===== config.mk =====
export PLATFORM = sky130hd
export DESIGN_NAME = xpw_walker
export DESIGN_NICKNAME = d
export VERILOG_FILES = /design/src/rtl/xpw_pkg.sv /design/src/rtl/xpw_entry_addr.sv /design/src/rtl/xpw_entry_decode.sv /design/src/rtl/xpw_walker.sv
export SDC_FILE = /design/constraint.sdc
export NUM_CORES = 1
export LEC_CHECK = 0
export BUFFER_PORTS_ARGS = -buffer_cell sky130_fd_sc_hd__buf_2
export CAP_MARGIN = 20
export CORE_MARGIN = 3
export CORE_UTILIZATION = 49
export DETAILED_ROUTE_END_ITERATION = 7
export GPL_TIMING_DRIVEN = 0
export PLACE_DENSITY = 0.88
export RECOVER_POWER = 50
export SLEW_MARGIN = 10
export SYNTH_ARGS = -nofsm -noshare
export SYNTH_HDL_FRONTEND = slang
export SYNTH_SLANG_ARGS = --single-unit
export TNS_END_PERCENT = 50

===== constraint.sdc =====
create_clock -name clk -period 7.1 [get_ports clk]
set_input_delay 1.42 -clock clk [delete_from_list [all_inputs] [get_ports clk]]
set_output_delay 1.42 -clock clk [all_outputs]
set_load 0.01 [all_outputs]

===== src/rtl/xpw_pkg.sv =====
package xpw_pkg;

    typedef enum logic [2:0] {
        ST_IDLE,
        ST_READ_TOP,
        ST_READ_DIR,
        ST_READ_TBL,
        ST_DONE
    } xpw_state_e;

    typedef logic [1:0] xpw_lvl_t;

    localparam xpw_lvl_t LVL_TOP = 2'd0;
    localparam xpw_lvl_t LVL_DIR = 2'd1;
    localparam xpw_lvl_t LVL_TBL = 2'd2;

endpackage


===== src/rtl/xpw_entry_addr.sv =====
// Selects the index field of the virtual address for the current level and
// forms the byte address of the entry within the current table.
module xpw_entry_addr #(
    parameter int VA_W    = 32,
    parameter int PA_W    = 36,
    parameter int ENTRY_W = 64,
    parameter int OFF_W   = 12,
    parameter int IDX_W   = 9,
    parameter int LEVELS  = 3
) (
    input  logic [VA_W-1:0]      vaddr,
    input  logic [PA_W-1:0]      base,
    input  xpw_pkg::xpw_lvl_t    level,
    output logic [PA_W-1:0]      addr
);
    localparam int ENT_SH = $clog2(ENTRY_W / 8);

    logic [IDX_W-1:0] idx [LEVELS];
    logic [IDX_W-1:0] sel;
    logic             unused_off;

    // Level 0 takes the leftover upper bits; deeper levels take IDX_W each.
    for (genvar g = 0; g < LEVELS; g++) begin : g_lvl
        localparam int LSB = OFF_W + (LEVELS - 1 - g) * IDX_W;
        localparam int W   = (g == 0) ? (VA_W - LSB) : IDX_W;
        assign idx[g] = IDX_W'(vaddr[LSB +: W]);
    end

    always_comb begin
        sel = '0;
        for (int i = 0; i < LEVELS; i++) begin
            if (level == xpw_pkg::xpw_lvl_t'(i)) sel = idx[i];
        end
    end

    assign addr       = base + (PA_W'(sel) << ENT_SH);
    assign unused_off = ^vaddr[OFF_W-1:0];

endmodule


===== src/rtl/xpw_entry_decode.sv =====
// Splits a table entry into its valid flag and frame number.
module xpw_entry_decode #(
    parameter int ENTRY_W = 64,
    parameter int PA_W    = 36,
    parameter int OFF_W   = 12
) (
    input  logic [ENTRY_W-1:0]    entry,
    output logic                  present,
    output logic [PA_W-OFF_W-1:0] frame
);
    logic unused_bits;

    assign present     = entry[0];
    assign frame       = entry[PA_W-1:OFF_W];
    assign unused_bits = ^{entry[ENTRY_W-1:PA_W], entry[OFF_W-1:1]};

endmodule


===== src/rtl/xpw_walker.sv =====
module xpw_walker #(
    parameter int VA_W    = 32,
    parameter int PA_W    = 36,
    parameter int ENTRY_W = 64,
    parameter int OFF_W   = 12,
    parameter int IDX_W   = 9,
    parameter int LEVELS  = 3
) (
    input  logic               clk,
    input  logic               rst_n,
    input  logic               req_valid,
    output logic               req_ready,
    input  logic [VA_W-1:0]    req_vaddr,
    input  logic [PA_W-1:0]    req_root,
    output logic               mem_rd_valid,
    input  logic               mem_rd_ready,
    output logic [PA_W-1:0]    mem_rd_addr,
    input  logic               mem_rsp_valid,
    input  logic [ENTRY_W-1:0] mem_rsp_data,
    output logic               resp_valid,
    output logic [PA_W-1:0]    resp_paddr,
    output logic               resp_fault,
    output logic [1:0]         resp_level
);
    import xpw_pkg::*;

    localparam int FRAME_W = PA_W - OFF_W;

    typedef struct packed {
        xpw_state_e      st;
        logic            issued;
        logic [VA_W-1:0] va;
        logic [PA_W-1:0] base;
        logic [PA_W-1:0] paddr;
        logic            fault;
        xpw_lvl_t        lvl;
    } walk_t;

    walk_t               q, d;
    xpw_lvl_t            cur_lvl;
    logic                reading;
    logic                ent_present;
    logic [FRAME_W-1:0]  ent_frame;
    logic [PA_W-1:0]     ent_addr;

    xpw_entry_addr #(
        .VA_W(VA_W), .PA_W(PA_W), .ENTRY_W(ENTRY_W),
        .OFF_W(OFF_W), .IDX_W(IDX_W), .LEVELS(LEVELS)
    ) u_addr (
        .vaddr (q.va),
        .base  (q.base),
        .level (cur_lvl),
        .addr  (ent_addr)
    );

    xpw_entry_decode #(
        .ENTRY_W(ENTRY_W), .PA_W(PA_W), .OFF_W(OFF_W)
    ) u_dec (
        .entry   (mem_rsp_data),
        .present (ent_present),
        .frame   (ent_frame)
    );

    always_comb begin
        case (q.st)
            ST_READ_DIR: cur_lvl = LVL_DIR;
            ST_READ_TBL: cur_lvl = LVL_TBL;
            default:     cur_lvl = LVL_TOP;
        endcase
        reading = (q.st == ST_READ_TOP) || (q.st == ST_READ_DIR) ||
                  (q.st == ST_READ_TBL);
    end

    always_comb begin
        d = q;
        case (q.st)
            ST_IDLE: begin
                if (req_valid) begin
                    d.va     = req_vaddr;
                    d.base   = req_root;
                    d.issued = 1'b0;
                    d.st     = ST_READ_TOP;
                end
            end
            ST_READ_TOP, ST_READ_DIR, ST_READ_TBL: begin
                if (!q.issued && mem_rd_ready) begin
                    d.issued = 1'b1;
                end
                if (q.issued && mem_rsp_valid) begin
                    d.issued = 1'b0;
                    d.lvl    = cur_lvl;
                    if (!ent_present) begin
                        d.fault = 1'b1;
                        d.paddr = '0;
                        d.st    = ST_DONE;
                    end else if (q.st == ST_READ_TBL) begin
                        d.fault = 1'b0;
                        d.paddr = {ent_frame, q.va[OFF_W-1:0]};
                        d.st    = ST_DONE;
                    end else begin
                        d.base = {ent_frame, {OFF_W{1'b0}}};
                        d.st   = (q.st == ST_READ_TOP) ? ST_READ_DIR : ST_READ_TBL;
                    end
                end
            end
            ST_DONE: d.st = ST_IDLE;
            default: d.st = ST_IDLE;
        endcase
    end

    always_ff @(posedge clk or negedge rst_n) begin
        if (!rst_n) q <= '0;
        else        q <= d;
    end

    assign req_ready    = (q.st == ST_IDLE);
    assign mem_rd_valid = reading && !q.issued;
    assign mem_rd_addr  = ent_addr;
    assign resp_valid   = (q.st == ST_DONE);
    assign resp_paddr   = q.paddr;
    assign resp_fault   = q.fault;
    assign resp_level   = q.lvl;

endmodule


==> results.sh, run 1 <==
export IMPL_postCtsSetupRepairBufs=0
export IMPL_power_density_mw_per_mm2=456
export IMPL_dp_hpwl_mm=12.1
export IMPL_synth_warnings=0
export IMPL_finalSetupViolCount=0
export IMPL_htreeDepth=3
export IMPL_drv_slew=56
export IMPL_cts_resized_gates=0
export IMPL_cp_cell_sequence="buf_2 -> buf_1 -> mux2i_1 -> nor2_1 -> ha_1 -> buf_6 -> a21o_1 -> a211o_1 -> a211oi_2 -> buf_6 -> nor4_2 -> xnor2_1 -> buf_2"
export IMPL_layout_cells_non_filler=912
export IMPL_start_util_pct=50.9
export IMPL_vias_per_cell=5.55
export IMPL_r2r_slack_ns=4.91
export IMPL_slew_headroom_pct=-109
export IMPL_worst_setup_path_type="flip-flop to primary output"
export IMPL_die_y_um=116
export IMPL_rows=39
export IMPL_grt_max_degree=57
export IMPL_hold_buffers=0
export IMPL_async_flop_share_pct=100
export IMPL_drt_first_iter_violations=445
export IMPL_r2r_start="q[110]"
export IMPL_cts_num_sinks=111
export IMPL_holdPathStages=2
export IMPL_hp_class="flip-flop to flip-flop"
export IMPL_syn_to_final_growth_pct=23.3
export IMPL_max_stage_delay_ns=0.56
export IMPL_pre_cts_ws_ns=2.28
export IMPL_swShare_pct=39.7
export IMPL_postSynthCellCount=575
export IMPL_rsz0062_at_grt="no"
export IMPL_power_leakage_nw=3.72
export IMPL_synth_cell_types=52
export IMPL_ys_seq_elements=111
export IMPL_synth_edf_count=0
export IMPL_fmax_mhz=190
export IMPL_status="finished with violations"
export IMPL_dp_cells=894
export IMPL_synth_avg_cell_area_um2=10.3
export IMPL_clock_skew_final_ns=0.00526
export IMPL_clkPwrFrac_pct=15.6
export IMPL_violations="capacitance limit, slew limit"
export IMPL_drive_above_1_share_pct=38.3
export IMPL_end_kind="primary output"
export IMPL_ys_flop_type="dfrtp_1"
export IMPL_fin_setup_tns_ns=0
export IMPL_worstPathRequired_ns=5.68
export IMPL_cts_tree="yes"
export IMPL_timing_rr_end="q[90]"
export IMPL_worst_pin_slew_ns=3.13
export IMPL_syn_nets=722
export IMPL_portBuffers=175
export IMPL_hp_start="q[40]"
export IMPL_ant_nets=0
export IMPL_vias=5064
export IMPL_wl_per_cell_um=17.5
export IMPL_clockBufferDepth=2
export IMPL_layout_nets=909
export IMPL_die_area_mm2=0.0134
export IMPL_root_buffer="clkbuf_16"
export IMPL_clk_pin_slew_ns=0.07
export IMPL_fp_dieW_um=116
export IMPL_rr_worst_depth=5
export IMPL_cp_arrival_ns=3.84
export IMPL_vdd_ir_drop_worst_uv=231
export IMPL_dr_pass1_iters=6
export IMPL_slowest_stage="buf_1"
export IMPL_grt_pass1_vias=5017
export IMPL_overflow=0
export IMPL_io_pins=215
export IMPL_period_share_pct=74.0
export IMPL_core_area_mm2=0.0116
export IMPL_routed_wl_mm=16.0
export IMPL_p_switching_mw=1.32
export IMPL_worst_slack_ns=1.84
export IMPL_grt_pass1_wl_mm=25.0
export IMPL_hold_ws_ns=0.475
export IMPL_yosysSeqAreaShare_pct=47.0
export IMPL_synth_area_mm2=0.00591
export IMPL_finalHoldViolCount=0
export IMPL_drv_cap=1
export IMPL_path_max_fanout=10
export IMPL_grt_use_total_pct=23.8
export IMPL_drc=0
export IMPL_start_kind="flip-flop"
export IMPL_clk_latency_ns=0.34
export IMPL_cts_buffers=9
export IMPL_antenna_found_initial=1
export IMPL_gp_congestion=0.894
export IMPL_num_fill_cells=982
export IMPL_p_int_mw=2.00
export IMPL_p_comb_share_pct=48.7
export IMPL_min_period_ns=5.26
export IMPL_pwr_share_seq_pct=35.7
export IMPL_power_mw=3.32
export IMPL_min_to="q[40]"
worst max path at each step:
stage                       from         endpoint  slack, ns  depth (start not counted)
after global routing      q[108]  mem_rd_addr[18]       1.64                         13
after global placement    q[108]  mem_rd_addr[16]       2.32                         13
after CTS                 q[108]  mem_rd_addr[14]       1.88                         13
after detailed placement  q[108]  mem_rd_addr[14]       2.28                         13
final                     q[108]  mem_rd_addr[18]       1.84                         13
after floorplan           q[108]  mem_rd_addr[16]       2.85                         12
critical path: cells and delay by family (launching register included):
kind / cells / cell delay, ns
multiplexers: 1 / 0.16
buffers and inverters: 5 / 1.30
AND/OR/NAND/NOR: 2 / 0.30
flip-flops: 1 / 0.35
AO/OA/AOI/OAI: 3 / 0.88
adder cells (fa/ha/maj): 1 / 0.30
XOR/XNOR: 1 / 0.19
synthesized netlist by cell type (9+ instances only):
library cell	number	area (um^2)
a221oi_1	24	210
nor2_1	72	270
buf_2	22	110
inv_1	12	45.0
ha_1	9	113
nand2_1	41	154
a21oi_1	13	65.1
o21ai_0	12	60.1
nand3_1	23	115
mux2i_1	9	90.1
nor3_1	17	85.1
xor2_1	25	219
a22o_1	36	315
mux2_2	32	360
dfrtp_1	111	2780
buf_4	42	315
power groups by stage:
| stage | clock network, mW | logic, mW | registers [mW] |
|---|---|---|---|
| finish | 0.517 | 1.62 | 1.19 |
| global route | 0.549 | 1.78 | 1.22 |
| CTS | 0.523 | 1.63 | 1.18 |
| detailed placement | 0 | 1.62 | 1.19 |
| global placement | 0 | 1.57 | 1.17 |
| floorplan | 0 | 1.13 | 1.11 |
registers in the layout, indices dropped and copies added (netlist names):
name,cells
q,72
resp_fault,1
resp_level,2
resp_paddr,36
routing by layer:
layer | share of wire (%) | GRT usage, % | vias up
met5 | 0 | 0 | -
met4 | 2.0 | 7.89 | 0
met3 | 6.6 | 4.70 | 25
met2 | 49 | 39.2 | 201
met1 | 42 | 31.8 | 2449
li1 | - | - | 2389
cell type report:
| class | count | area [um^2] | area share (%) |
|---|---|---|---|
| flip-flops and latches | 111 | 2780 | 38.1 |
| multi-input cells | 374 | 2580 | 35.5 |
| repair buffers | 176 | 897 | 12.3 |
| plain buffers | 78 | 497 | 6.82 |
| clock buffers | 14 | 264 | 3.62 |
| well taps | 143 | 179 | 2.46 |
| inverters | 12 | 45.0 | 0.618 |
| clock inverters | 2 | 38.8 | 0.532 |
| diodes | 2 | 5.00 | 0.0687 |
metrics by stage:
stage / instance area (um^2) / utilization [%]
finish: 7290 / 62.7
global route: 7280 / 62.7
CTS: 7300 / 62.9
detailed placement: 7000 / 60.2
global placement: 6960 / 60.0
floorplan: 5910 / -
cells by family after synthesis:
kind of cell,synth area share (%)
and+or+nand+nor,16.0
buffers and inverters,9.25
AOI/OAI and AO/OA,13.4
adders and majority gates,2.24
xor gates and xnor gates,4.45
DFF,47.0
muxes,7.62
cells in the final DEF (no fill, tap or decap), types with 3 or more instances in the layout:
cell type | Yosys | layout
buf_2 | 22 | 188
dfrtp_1 | 111 | 111
nor2_1 | 72 | 72
buf_4 | 42 | 42
nand2_1 | 41 | 41
a22o_1 | 36 | 36
mux2_2 | 32 | 32
xor2_1 | 25 | 25
a221oi_1 | 24 | 24
nand3_1 | 23 | 23
clkbuf_1 | 8 | 20
nor3_1 | 17 | 17
a21oi_1 | 13 | 13
inv_1 | 12 | 12
o21ai_0 | 12 | 12
mux2i_1 | 9 | 9
ha_1 | 9 | 9
clkbuf_16 | 0 | 9
nand4_1 | 8 | 8
xnor2_1 | 5 | 5
nand2b_1 | 4 | 4
nor4_2 | 4 | 4
buf_6 | 3 | 3
a21o_1 | 3 | 3
and4_1 | 3 | 3
nor4_1 | 3 | 3
a31oi_1 | 3 | 3
Power figures use the tool's default switching activity.
==> inputs of run 2 (changes only) <==
--- a/config.mk
+++ b/config.mk
@@ -8,10 +8,10 @@
 export BUFFER_PORTS_ARGS = -buffer_cell sky130_fd_sc_hd__buf_2
 export CAP_MARGIN = 20
 export CORE_MARGIN = 3
-export CORE_UTILIZATION = 49
+export CORE_UTILIZATION = 45
 export DETAILED_ROUTE_END_ITERATION = 7
 export GPL_TIMING_DRIVEN = 0
-export PLACE_DENSITY = 0.88
+export PLACE_DENSITY = 0.86
 export RECOVER_POWER = 50
 export SLEW_MARGIN = 10
 export SYNTH_ARGS = -nofsm -noshare
==> constraint.sdc (replaced) <==
create_clock -name clk -period 4.4 [get_ports clk]
set_input_delay 0.88 -clock clk [delete_from_list [all_inputs] [get_ports clk]]
set_output_delay 0.88 -clock clk [all_outputs]
set_load 0.01 [all_outputs]
==> results.sh, run 2 (synthesis gave the netlist of run 1 again) <==
export IMPL_status="finished with violations"
export IMPL_cp_cell_sequence="clkbuf_4 -> nand2b_1 -> buf_6 -> nand2_1 -> o21ai_1 -> ha_1 -> inv_1 -> fa_1 -> nand2b_1 -> a21oi_2 -> nor4b_4 -> buf_6 -> nor4_4 -> xor2_1 -> buf_2"
export IMPL_final_cell_mix="buf_2 (165), dfrtp_1 (111), nor2_1 (72), buf_4 (42), nand2_1 (41)"
export IMPL_path_max_fanout=10
export IMPL_root_buffer="clkbuf_16"
export IMPL_fin_setup_tns_ns=0
export IMPL_cts_num_sinks=111
export IMPL_drv_slew=51
export IMPL_post_route_util_pct=57.8
export IMPL_syn_to_final_growth_pct=24.6
export IMPL_hp_class="flip-flop to flip-flop"
export IMPL_routed_wl_mm=16.0
export IMPL_worst_pin_slew_ns=2.79
export IMPL_violations="capacitance limit, slew limit"
export IMPL_max_stage_delay_ns=0.40
export IMPL_end_kind="primary output"
export IMPL_vias_per_cell=5.41
export IMPL_min_period_ns=4.23
export IMPL_finalHoldViolCount=0
export IMPL_clk_latency_ns=0.35
export IMPL_core_area_mm2=0.0127
export IMPL_clk_pin_slew_ns=0.08
export IMPL_htreeDepth=3
export IMPL_drc=0
export IMPL_portBuffers=175
export IMPL_die_y_um=121
export IMPL_finalSetupViolCount=0
export IMPL_worst_setup_path_type="flip-flop to primary output"
export IMPL_vdd_ir_drop_worst_uv=419
export IMPL_slowest_stage="dfrtp_1"
export IMPL_power_mw=5.42
export IMPL_layout_nets=908
export IMPL_postCtsSetupRepairBufs=0
export IMPL_hold_buffers=0
export IMPL_power_density_mw_per_mm2=736
export IMPL_final_common_cell="buf_2"
export IMPL_dr_pass1_iters=5
export IMPL_fp_dieW_um=121
export IMPL_cts_tree="yes"
export IMPL_largest_register_ff_count=72
export IMPL_gp_congestion=0.926
export IMPL_overflow=0
export IMPL_drive_above_1_share_pct=36.4
export IMPL_grt_pass1_wl_mm=25.0
export IMPL_power_leakage_nw=3.68
export IMPL_grt_max_degree=62
export IMPL_grt_pass1_vias=4885
export IMPL_drv_cap=1
export IMPL_largest_register="q"
export IMPL_rsz0062_at_grt="no"
export IMPL_rows=41
export IMPL_grt_use_total_pct=22.0
export IMPL_wl_per_cell_um=17.1
export IMPL_start_util_pct=46.4
export IMPL_clock_skew_final_ns=0.00935
export IMPL_cp_arrival_ns=3.35
export IMPL_antenna_found_initial=0
export IMPL_dp_hpwl_mm=12.1
export IMPL_cts_buffers=9
export IMPL_drt_first_iter_violations=301
export IMPL_die_area_mm2=0.0145
export IMPL_slew_headroom_pct=-85.8
export IMPL_antenna_cells=0
export IMPL_start_kind="flip-flop"
export IMPL_ant_nets=0
export IMPL_io_pins=215
export IMPL_vias=5073
export IMPL_period_share_pct=96.1
export IMPL_fmax_mhz=237
export IMPL_clockBufferDepth=2
export IMPL_worstPathRequired_ns=3.52
[run 2: cell types whose count changed in the layout (fill, tap and decap cells not counted), moves of 2 or more]
cell      delta
buf_2       -23
clkbuf_1    +17
clkbuf_4     +2
diode_2      -2
nor4_4       +2
o21ai_0      -2
o21ai_1      +2
[run 2: where the power goes]
| part | leakage, nW | switching [mW] | total [mW] | internal (mW) |
|---|---|---|---|---|
| combinational | 2.11 | 1.39 | 2.60 | 1.21 |
| sequential | 1.40 | 0.392 | 1.91 | 1.52 |
| clock | 0.163 | 0.387 | 0.905 | 0.518 |
| total | 3.68 | 2.16 | 5.42 | 3.25 |
[run 2: layout make-up]
cell class                      count  area (um^2)
Inverter                           12         45.0
Buffer                             77          507
Multi-Input combinational cell    374         2620
Sequential cell                   111         2780
Clock inverter                      6         91.3
Tap cell                          172          215
Fill cell                        1152         5360
Timing Repair Buffer              176          870
Clock buffer                       10          239
[run 2: timing repair]
action	in CTS	in global routing
pin swaps	0	1
gates resized for setup	2	11
endpoints found under the setup margin	24	22
[run 2: worst paths after layout]
| check | end | slack, ns | startpoint | cells after the start |
|---|---|---|---|---|
| max in group asynchronous | resp_paddr[31] | 1.41 | rst_n | 1 |
| worst min-delay path | q[50] | 0.48 | q[50] | 2 |
| min in group asynchronous | q[84] | 1.40 | rst_n | 1 |
| worst min register to register | q[50] | 0.48 | q[50] | 2 |
| worst max register to register | resp_paddr[28] | 2.21 | q[108] | 5 |
| worst max-delay path | mem_rd_addr[29] | 0.17 | q[109] | 15 |
[run 2: layer usage]
| metal | GRT usage [%] | part of all wire, % | vias to the layer above | wire [um] |
|---|---|---|---|---|
| met5 | 0 | 0 | - | 0 |
| met4 | 8.78 | 2.7 | 0 | 427 |
| li1 | - | - | 2378 | - |
| met2 | 36.0 | 50 | 194 | 7940 |
| met3 | 3.55 | 5.8 | 30 | 931 |
| met1 | 29.3 | 42 | 2471 | 6700 |
[run 2: worst max-delay path, delay by kind of cell, from the launching register on]
family / cells / cell delay [ns]
flip-flops: 1 / 0.40
XOR/XNOR: 1 / 0.18
buffers and inverters: 5 / 0.72
AND/OR/NAND/NOR: 5 / 0.78
AO/OA/AOI/OAI: 2 / 0.33
adder cells (fa/ha/maj): 2 / 0.58
[run 2: per-stage QoR]
step,std cells,hold slack [ns],area [um^2],setup slack [ns]
after global placement,922,0.453,7000,0.121
after detailed placement,923,0.457,7030,0.106
after global routing,938,0.495,7360,0.00298
final,938,0.478,7360,0.172
after CTS,938,0.472,7360,0.0342
after floorplan,575,0.440,5910,0.694
